[config.mk]
export PLATFORM = sky130hd
export DESIGN_NAME = wfq_node
export DESIGN_NICKNAME = d
export VERILOG_FILES = /design/src/rtl/wfq_pkg.sv /design/src/rtl/wfq_input_slot.sv /design/src/rtl/wfq_arbiter.sv /design/src/rtl/wfq_node.sv
export SDC_FILE = /design/constraint.sdc
export NUM_CORES = 2
export LEC_CHECK = 0
export BUFFER_PORTS_ARGS = -buffer_cell sky130_fd_sc_hd__buf_2
export CAP_MARGIN = 10
export CELL_PAD_IN_SITES_DETAIL_PLACEMENT = 1
export CELL_PAD_IN_SITES_GLOBAL_PLACEMENT = 1
export CORE_ASPECT_RATIO = 1.5
export CORE_UTILIZATION = 50
export CTS_CLUSTER_SIZE = 28
export DETAILED_ROUTE_END_ITERATION = 10
export GPL_TIMING_DRIVEN = 0
export PLACE_DENSITY_LB_ADDON = 0.1
export SYNTH_ARGS = -nofsm -noshare
export SYNTH_HDL_FRONTEND = slang
export SYNTH_SLANG_ARGS = --single-unit
export TNS_END_PERCENT = 20
[constraint.sdc]
create_clock -name clk -period 33.9 [get_ports clk]
set_input_delay 3.39 -clock clk [delete_from_list [all_inputs] [get_ports clk]]
set_output_delay 3.39 -clock clk [all_outputs]
set_load 0.05 [all_outputs]
[src/rtl/wfq_pkg.sv]
package wfq_pkg;

    localparam int NODE_INPUTS = 8;
    localparam int WEIGHT_W    = 10;
    localparam int PKT_LEN_W   = 14;
    localparam int VTIME_W     = 24;

    typedef enum logic [1:0] {
        PICK_NONE   = 2'd0,
        PICK_STRICT = 2'd1,
        PICK_WFQ    = 2'd2
    } pick_kind_e;

    function automatic logic slot_eligible(input logic en, input logic backlog,
                                           input logic shaped, input logic pass);
        return en && backlog && (!shaped || pass);
    endfunction

endpackage

[src/rtl/wfq_input_slot.sv]
module wfq_input_slot
    import wfq_pkg::*;
#(
    parameter int LEN_W = PKT_LEN_W,
    parameter int WGT_W = WEIGHT_W,
    parameter int VT_W  = VTIME_W
) (
    input  logic             clk,
    input  logic             rst,
    input  logic             cfg_hit,
    input  logic             cfg_en,
    input  logic [WGT_W-1:0] cfg_wgt,
    input  logic             cfg_shp,
    input  logic             valid,
    input  logic [LEN_W-1:0] len,
    input  logic             shp_pass,
    input  logic [VT_W-1:0]  vnow,
    input  logic             adv,
    output logic             elig,
    output logic             strict,
    output logic [VT_W-1:0]  vdt,
    output logic             ovf
);
    localparam int PROD_W = LEN_W + WGT_W;

    logic             en_q;
    logic [WGT_W-1:0] wgt_q;
    logic             shp_q;
    logic [VT_W-1:0]  vdt_q;
    logic [PROD_W-1:0] cost;
    logic [VT_W:0]    sum;

    assign cost   = PROD_W'(len) * PROD_W'(wgt_q);
    assign sum    = {1'b0, vdt_q} + (VT_W + 1)'(cost);
    assign elig   = slot_eligible(en_q, valid, shp_q, shp_pass);
    assign strict = (wgt_q == '0);
    assign vdt    = vdt_q;
    assign ovf    = adv && sum[VT_W];

    always_ff @(posedge clk) begin
        if (rst) begin
            en_q  <= 1'b0;
            wgt_q <= '0;
            shp_q <= 1'b0;
            vdt_q <= '0;
        end else begin
            if (cfg_hit) begin
                en_q  <= cfg_en;
                wgt_q <= cfg_wgt;
                shp_q <= cfg_shp;
            end
            if (!(en_q && valid)) begin
                vdt_q <= vnow;
            end else if (adv) begin
                vdt_q <= sum[VT_W] ? '1 : sum[VT_W-1:0];
            end
        end
    end

endmodule

[src/rtl/wfq_arbiter.sv]
module wfq_arbiter
    import wfq_pkg::*;
#(
    parameter int N_IN = NODE_INPUTS,
    parameter int VT_W = VTIME_W,
    localparam int IW  = $clog2(N_IN)
) (
    input  logic [N_IN-1:0] elig,
    input  logic [N_IN-1:0] strict,
    input  logic [VT_W-1:0] vdt_a [N_IN],
    output pick_kind_e      kind,
    output logic [IW-1:0]   idx
);
    logic [VT_W-1:0] best;

    always_comb begin
        kind = PICK_NONE;
        idx  = '0;
        best = '1;
        for (int i = 0; i < N_IN; i++) begin
            if (elig[i] && strict[i] && kind != PICK_STRICT) begin
                kind = PICK_STRICT;
                idx  = IW'(i);
            end
        end
        if (kind == PICK_NONE) begin
            for (int i = 0; i < N_IN; i++) begin
                if (elig[i] && !strict[i] && (kind == PICK_NONE || vdt_a[i] < best)) begin
                    kind = PICK_WFQ;
                    idx  = IW'(i);
                    best = vdt_a[i];
                end
            end
        end
    end

endmodule

[src/rtl/wfq_node.sv]
module wfq_node
    import wfq_pkg::*;
#(
    parameter int N_IN  = NODE_INPUTS,
    parameter int WGT_W = WEIGHT_W,
    parameter int LEN_W = PKT_LEN_W,
    parameter int VT_W  = VTIME_W,
    localparam int IW   = $clog2(N_IN)
) (
    input  logic                  clk,
    input  logic                  rst,
    input  logic                  cfg_we,
    input  logic [IW-1:0]         cfg_idx,
    input  logic                  cfg_en,
    input  logic [WGT_W-1:0]      cfg_wgt,
    input  logic                  cfg_shp,
    input  logic [N_IN-1:0]       in_valid,
    input  logic [N_IN*LEN_W-1:0] in_len,
    input  logic [N_IN-1:0]       in_pass,
    input  logic                  deq,
    output logic                  out_filled,
    output logic [IW-1:0]         out_leaf,
    output logic                  vt_err
);
    logic [N_IN-1:0] elig;
    logic [N_IN-1:0] strict;
    logic [N_IN-1:0] ovf;
    logic [VT_W-1:0] vdt_a [N_IN];
    logic [VT_W-1:0] vnow_q;
    logic [IW-1:0]   leaf_q;
    logic            err_q;
    pick_kind_e      kind;
    logic [IW-1:0]   win_idx;
    logic            take;

    assign take = deq && (kind != PICK_NONE);

    for (genvar g = 0; g < N_IN; g++) begin : g_slot
        wfq_input_slot #(
            .LEN_W(LEN_W),
            .WGT_W(WGT_W),
            .VT_W (VT_W)
        ) u_slot (
            .clk     (clk),
            .rst     (rst),
            .cfg_hit (cfg_we && (cfg_idx == IW'(g))),
            .cfg_en  (cfg_en),
            .cfg_wgt (cfg_wgt),
            .cfg_shp (cfg_shp),
            .valid   (in_valid[g]),
            .len     (in_len[g*LEN_W +: LEN_W]),
            .shp_pass(in_pass[g]),
            .vnow    (vnow_q),
            .adv     (take && (win_idx == IW'(g))),
            .elig    (elig[g]),
            .strict  (strict[g]),
            .vdt     (vdt_a[g]),
            .ovf     (ovf[g])
        );
    end

    wfq_arbiter #(
        .N_IN(N_IN),
        .VT_W(VT_W)
    ) u_arb (
        .elig  (elig),
        .strict(strict),
        .vdt_a (vdt_a),
        .kind  (kind),
        .idx   (win_idx)
    );

    always_ff @(posedge clk) begin
        if (rst) begin
            vnow_q <= '0;
            leaf_q <= '0;
            err_q  <= 1'b0;
        end else begin
            if (kind != PICK_NONE) leaf_q <= win_idx;
            if (take && kind == PICK_WFQ) vnow_q <= vdt_a[win_idx];
            if (|ovf) err_q <= 1'b1;
        end
    end

    assign out_filled = (kind != PICK_NONE);
    assign out_leaf   = out_filled ? win_idx : leaf_q;
    assign vt_err     = err_q;

endmodule

; ---- Word level (Yosys, flattened, before mapping)
; Cells that the tools add are included.
[op_classes]
addsub = 8
n_mul = 8
magnitude_cmp = 9
bitwise = 1
n_eq_ne = 30
mux = 82
reduce_logical = 125
[ops]
columns = cell, n
row1 = $mux W24, 40
row2 = $add A24 B24 Y25, 8
row3 = $mul A14 B10 Y24, 8
row4 = $lt A24 B24 Y1, 7
row5 = $logic_not A10 Y1, 8
row6 = $logic_and A1 B1 Y1, 73
row7 = $bmux W24 S3, 1
row8 = $mux W2, 25
row9 = $mux W3, 14
row10 = $ne A2 B1 Y1 const B, 15
row11 = $eq A3 B3 Y1 const B, 8
row12 = $lt A24 B24 Y1 const B, 1
row13 = $logic_not A1 Y1, 16
row14 = $logic_not A2 Y1, 8
row15 = $logic_or A1 B1 Y1, 16
row16 = $eq A3 B2 Y1 const B, 4
row17 = $reduce_or A8 Y1, 1
row18 = $eq A3 B1 Y1 const B, 2
row19 = $logic_not A3 Y1, 2
row20 = $ge A4 B4 Y1 const B, 1
row21 = $not A3 Y4, 1
row22 = $eq A2 B2 Y1 const B, 1
row23 = $mux W1, 2
row24 = $reduce_bool A2 Y1, 1
[totals]
reg_bits = 316
wordCells = 298
output_inout_bits = 5
in_bits = 147

; ---- Depth between registers and ports, before layout
[logic_depth]
depth_word = 71
ltp_mapped = 122
ltp_nobuf = 104

; ---- Cells and area by module
; From an unflattened synthesis, not the netlist that was laid out.
[hier_totals]
hier_cells = 7747
area_unflattened_um2 = 65276.4
[modules_own_cells]
columns = module, cells_per_inst, seq_area_each_um2, area_each_um2, n_inst
row1 = wfq_input_slot at g_slot[2].u_slot ..., 804, 720.7, 6941.7, 3
row2 = wfq_input_slot at g_slot[6].u_slot, 830, 720.7, 7028.0, 1
row3 = wfq_input_slot at g_slot[0].u_slot, 825, 720.7, 7010.5, 1
row4 = wfq_input_slot at g_slot[7].u_slot, 820, 720.7, 6976.7, 1
row5 = wfq_input_slot at g_slot[5].u_slot, 813, 720.7, 6940.4, 1
row6 = wfq_input_slot at g_slot[1].u_slot, 811, 720.7, 6896.6, 1
row7 = wfq_arbiter, 916, 0.0, 6707.7, 1
row8 = wfq_node, 320, 560.5, 2891.5, 1

; ---- Worst setup path after synthesis
; Ideal clock, no wire load.
[synth_timing]
path_kind = input -> output
from = input in_valid[2]
to = output out_leaf[1]
required_time_ns = 30.510
path_buffers = 17
arrival_time_ns = 23.739
setup_slack_ns = 6.771
stages = 118
cell_sequence = and2_1 clkbuf_1 o21ai_1 o22ai_1 nor4_1 o21ai_1 clkbuf_1 nor2_1 ha_1 nand4_1 nor4_2 and3_1 o2111ai_2 o211ai_1 a21o_1 buf_2 buf_1 nor2_1 (+82 left out) clkbuf_1 nand2_1 o21a_1 ha_1 a21o_1 a21o_1 a21oi_1 o21ai_0 nand2_1 o2111ai_1 and2_1 nor4_1 a31o_2 o41ai_1 buf_2 buf_1 clkbuf_1 nand2_1
[synth_via]
elab_chain_len = 62
elab_cells_between_ends = 99
cone_classes = order compare (7) / eq/ne (5) / mux (52) / reduce/logical (35)
[synth_rtl]
columns = element, line_no
row1 = from (decl), wfq_node.sv:17  ; input logic [N_IN-1:0] in_valid,
row2 = $logic_and A1 B1 Y1 * (2 in series), wfq_pkg.sv:16  ; return en && backlog && (!shaped || pass);
row3 = $logic_and A1 B1 Y1 (2 in series), wfq_arbiter.sv:21  ; if (elig[i] && strict[i] && kind != PICK_STRICT) begin
row4 = $mux W2, wfq_arbiter.sv:21
row5 = $ne A2 B1 Y1, wfq_arbiter.sv:21
row6 = $logic_and A1 B1 Y1, wfq_arbiter.sv:21
row7 = $mux W2, wfq_arbiter.sv:21
row8 = $ne A2 B1 Y1, wfq_arbiter.sv:21
row9 = $logic_and A1 B1 Y1, wfq_arbiter.sv:21
row10 = (+44 left out), --
row11 = $mux W24 / $mux W2 (equally long branches), wfq_arbiter.sv:26  ; if (kind == PICK_NONE) begin
row12 = $lt A24 B24 Y1 / $logic_not A2 Y1 (equally long branches), wfq_arbiter.sv:28  ; if (elig[i] && !strict[i] && (kind == PICK_NONE || vdt_a[i] < best)) begin
row13 = $logic_or A1 B1 Y1, wfq_arbiter.sv:28
row14 = $logic_and A1 B1 Y1, wfq_arbiter.sv:28
row15 = $mux W2, wfq_arbiter.sv:28
row16 = $mux W2, wfq_arbiter.sv:26
row17 = $reduce_bool A2 Y1, wfq_node.sv:85  ; assign out_filled = (kind != PICK_NONE);
row18 = $mux W3 *, --
row19 = to (decl), wfq_node.sv:22  ; output logic [IW-1:0] out_leaf,
; Mark *: on every way between the ends. The rest lies on a longest branch, timed or not. The select of a mux whose other input is x is not followed.

; ---- Final worst setup path
[layout_timing]
from = input in_valid[2]
to = output out_leaf[0]
; Same word-level chain as after synthesis.

==> flow_summary.yaml <==
layout:
  nFillCells: 14800
  final_cell_mix: "inv_1, nand2_1, fa_1"
  drive_gt1_share_pct: 4.28
  multi_input_area_um2: 48100
  regArea_um2: 6330
  nNetsFinal: 9340
  fin_util_pct: 53.7
  instances_no_fill: 9219
  layout_commonest_cell: "inv_1"
  area_growth_pct: 6.15
critical_path:
  worstPathRequired_ns: 30.51
  reg2reg_to: "g_slot[7].u_slot.vdt[5]"
  worstPathArrival_ns: 29.28
  r2r_setup_slack_ns: 6.45
  reg2regPathDepth: 117
  crit_top_cell: "a21o_1"
  critPathLaunchType: "input port"
  r2r-start: "g_slot[3].u_slot.wgt_q[5]"
  slowest_stage: "nor4_4"
  crit_path_end_kind: "output pin"
  critPathMaxStageDelay_ns: 0.50
  cp_max_fo: 19
  criticalPathCategory: "input port to output pin"
drt:
  vias_per_cell: 5.81
  wire_per_inst_um: 25.4
  vias: 53600
  drtPass1Iterations: 5
  ant_nets: 0
  drt_wl_total_um: 234000
  drc: 0
  drt-initial-drc-count: 3161
yosys:
  syn_nets: 9267
  yosysWarnings: 0
  syn_avg_cell_area_um2: 8.11
  yosys.area.top_type: "fa_1"
  synth-seq-cells: 316
  synth-edff-count: 0
  synth_area_um2: 61100
  yosysUniqueCellTypes: 82
  syn_inst: 7532
  ys_seq_area_share_pct: 10.4
  ys_async_sr_fraction_pct: 0
  yosysTopAreaCellShare_pct: 30.9
  ys.flop_type: "dfxtp_1"
  synth_area_leaders: "fa_1, ha_1, dfxtp_1, inv_1, nand2_1"
power_and_ir_drop:
  p_per_area_nw_per_um2: 19.4
  peakVddDrop_mv: 0.0460
  p_leak_nw: 31.1
flow_run:
  drv_cap: 0
clock_tree:
  cts.sinks: 316
  cts_tree: "done"
  hold_buffers: 0
  clk_path_buf_depth: 3
  cts_root_buffer: "clkbuf_16"
  h-tree-depth: 2
  numCtsBuffers: 39
  worstSkewPairLatency_ns: 0.63
  clk_pin_slew_ns: 0.06
global_routing:
  grt_pass1_wl_um: 354000
  grt_max_degree: 20
  grtUsageTotal_pct: 38.3
  overflow: 0
  use_met2_pct: 67.0
  antenna_found_initial: 19
  grt_util_met1_pct: 44.4
  grt_use_met3_pct: 5.05
  first_global_vias: 59000
  busiest_layer: "met2"
place:
  hpwl_um: 192000
  port-buffer-count: 32
  gp_congestion: 1.03
  pre_cts_ws_ns: -1.33
  dp_cells: 9146
sta:
  skew_ns: 0.0362
  setup_viol: 0
  drv_slew: 0
  relSlewSlack_pct: 5.77
  post-route-period-util_pct: 96.4
  fmax_mhz: 30.6
  fin_ws_ns: 1.23
  tightest_slew_ns: 1.41
  rsz0062_at_grt: "no"
  finalCriticalPeriod_ns: 32.67
  final_hold_viol_count: 0
outcome:
  status: "finished, final reports clean"
min_path:
  hp-start: "g_slot[6].u_slot.en_q"
  holdPathStages: 2
  hold_end: "g_slot[6].u_slot.en_q"
  hold_path_class: "flip-flop to flip-flop"
floorplanning:
  start_util_pct: 50.6
  ioPinCount: 152
  coreArea_um2: 121000
  die_x_um: 287
  dieArea_um2: 124000
  rows: 156
  die_h_um: 430
routing by layer:
layer / vias up / share of wire, %
met2: 1528 / 49
met5: - / 0.049
met4: 16 / 7.3
met3: 619 / 5.4
met1: 27500 / 38
li1: 23900 / -
stage by stage:
stage	setup TNS [ns]	power [mW]	instance area (um^2)	hold slack (ns)
4_1_cts	0	1.25	64800	0.456
5_1_grt	0	1.30	64900	0.484
3_5_place_dp	-2.43	0.772	63300	0.448
2_1_floorplan	0	0.636	61100	0.432
3_3_place_gp	-2.05	0.758	63200	0.440
6_report	0	1.26	64900	0.456
critical path, delay by kind of cell:
family                     cells  cell delay [ns]
adders and majority gates      7             2.08
buffers and inverters         25             6.01
and+or+nand+nor               30             5.23
AOI/OAI and AO/OA             54            12.19
muxes                          1             0.32
layout make-up:
class / count / share of cell area (%)
repair buffers: 36 / 0.305
multi-input cells: 5454 / 74.2
well taps: 1580 / 3.05
plain buffers: 404 / 2.59
diodes: 3 / 0.0116
clock inverters: 18 / 0.486
inverters: 1354 / 7.84
clock buffers: 54 / 1.76
flip-flops and latches: 316 / 9.75
kinds of logic (layout without fill, tap and decap cells):
family                     Yosys count  in the layout  synth area share [%]
muxes                              137            137                  2.33
xor gates and xnor gates           139            139                  1.99
other                                0              3                     0
AOI/OAI and AO/OA                  929            929                  10.1
and+or+nand+nor                   2661           2661                  20.1
buffers and inverters             1762           1866                  11.0
adders and majority gates         1588           1588                  44.1
DFF                                316            316                  10.4
Yosys cell counts, types with 8 or more instances:
cell type	count
o211a_1	11
o21ai_1	14
ha_1	644
a2111oi_0	37
mux2i_1	97
o21a_1	34
a21boi_0	41
dfxtp_1	316
o211ai_1	12
clkbuf_2	12
nor2b_1	37
nand2_1	1071
nor2_1	626
a21o_1	58
and2_1	479
fa_1	944
nor4_1	112
a21oi_1	278
inv_1	1354
or3_1	12
xor2_1	27
nor3_1	136
buf_2	35
a31oi_1	30
o22ai_1	29
mux2_2	40
a211oi_1	8
nand2b_1	36
o21ai_0	223
nand4_1	41
buf_4	12
clkbuf_1	289
nand3_1	43
o221ai_1	27
a2111oi_2	40
xnor2_1	112
and3_1	33
buf_1	59
sequential cells by signal (all words and copies together) (netlist names):
register	cells
g_slot.u_slot.vdt	192
g_slot.u_slot.wgt_q	80
vnow_q	24
g_slot.u_slot.en_q	8
g_slot.u_slot.shp_q	8
leaf_q	3
vt_err	1
power by group:
group          internal [mW]  switching [mW]  total [mW]
Clock                  0.285           0.199       0.484
Sequential             0.381          0.0220       0.403
Combinational          0.122           0.247       0.369
worst max-delay path by stage:
stage	from	end	slack (ns)
2_1_floorplan	in_valid[2]	out_leaf[1]	6.77
3_3_place_gp	in_valid[7]	out_leaf[0]	-1.20
3_5_place_dp	in_valid[7]	out_leaf[0]	-1.33
4_1_cts	in_valid[7]	out_leaf[0]	0.03
5_1_grt	in_valid[6]	out_leaf[0]	0.12
6_report	in_valid[2]	out_leaf[0]	1.23
what timing repair did:
action	in CTS	in global routing
pin swaps	0	1
resized for setup	12	34
buffers inserted	0	2
setup endpoints to repair	3	3
No activity file was read; power rests on OpenSTA's default activity.
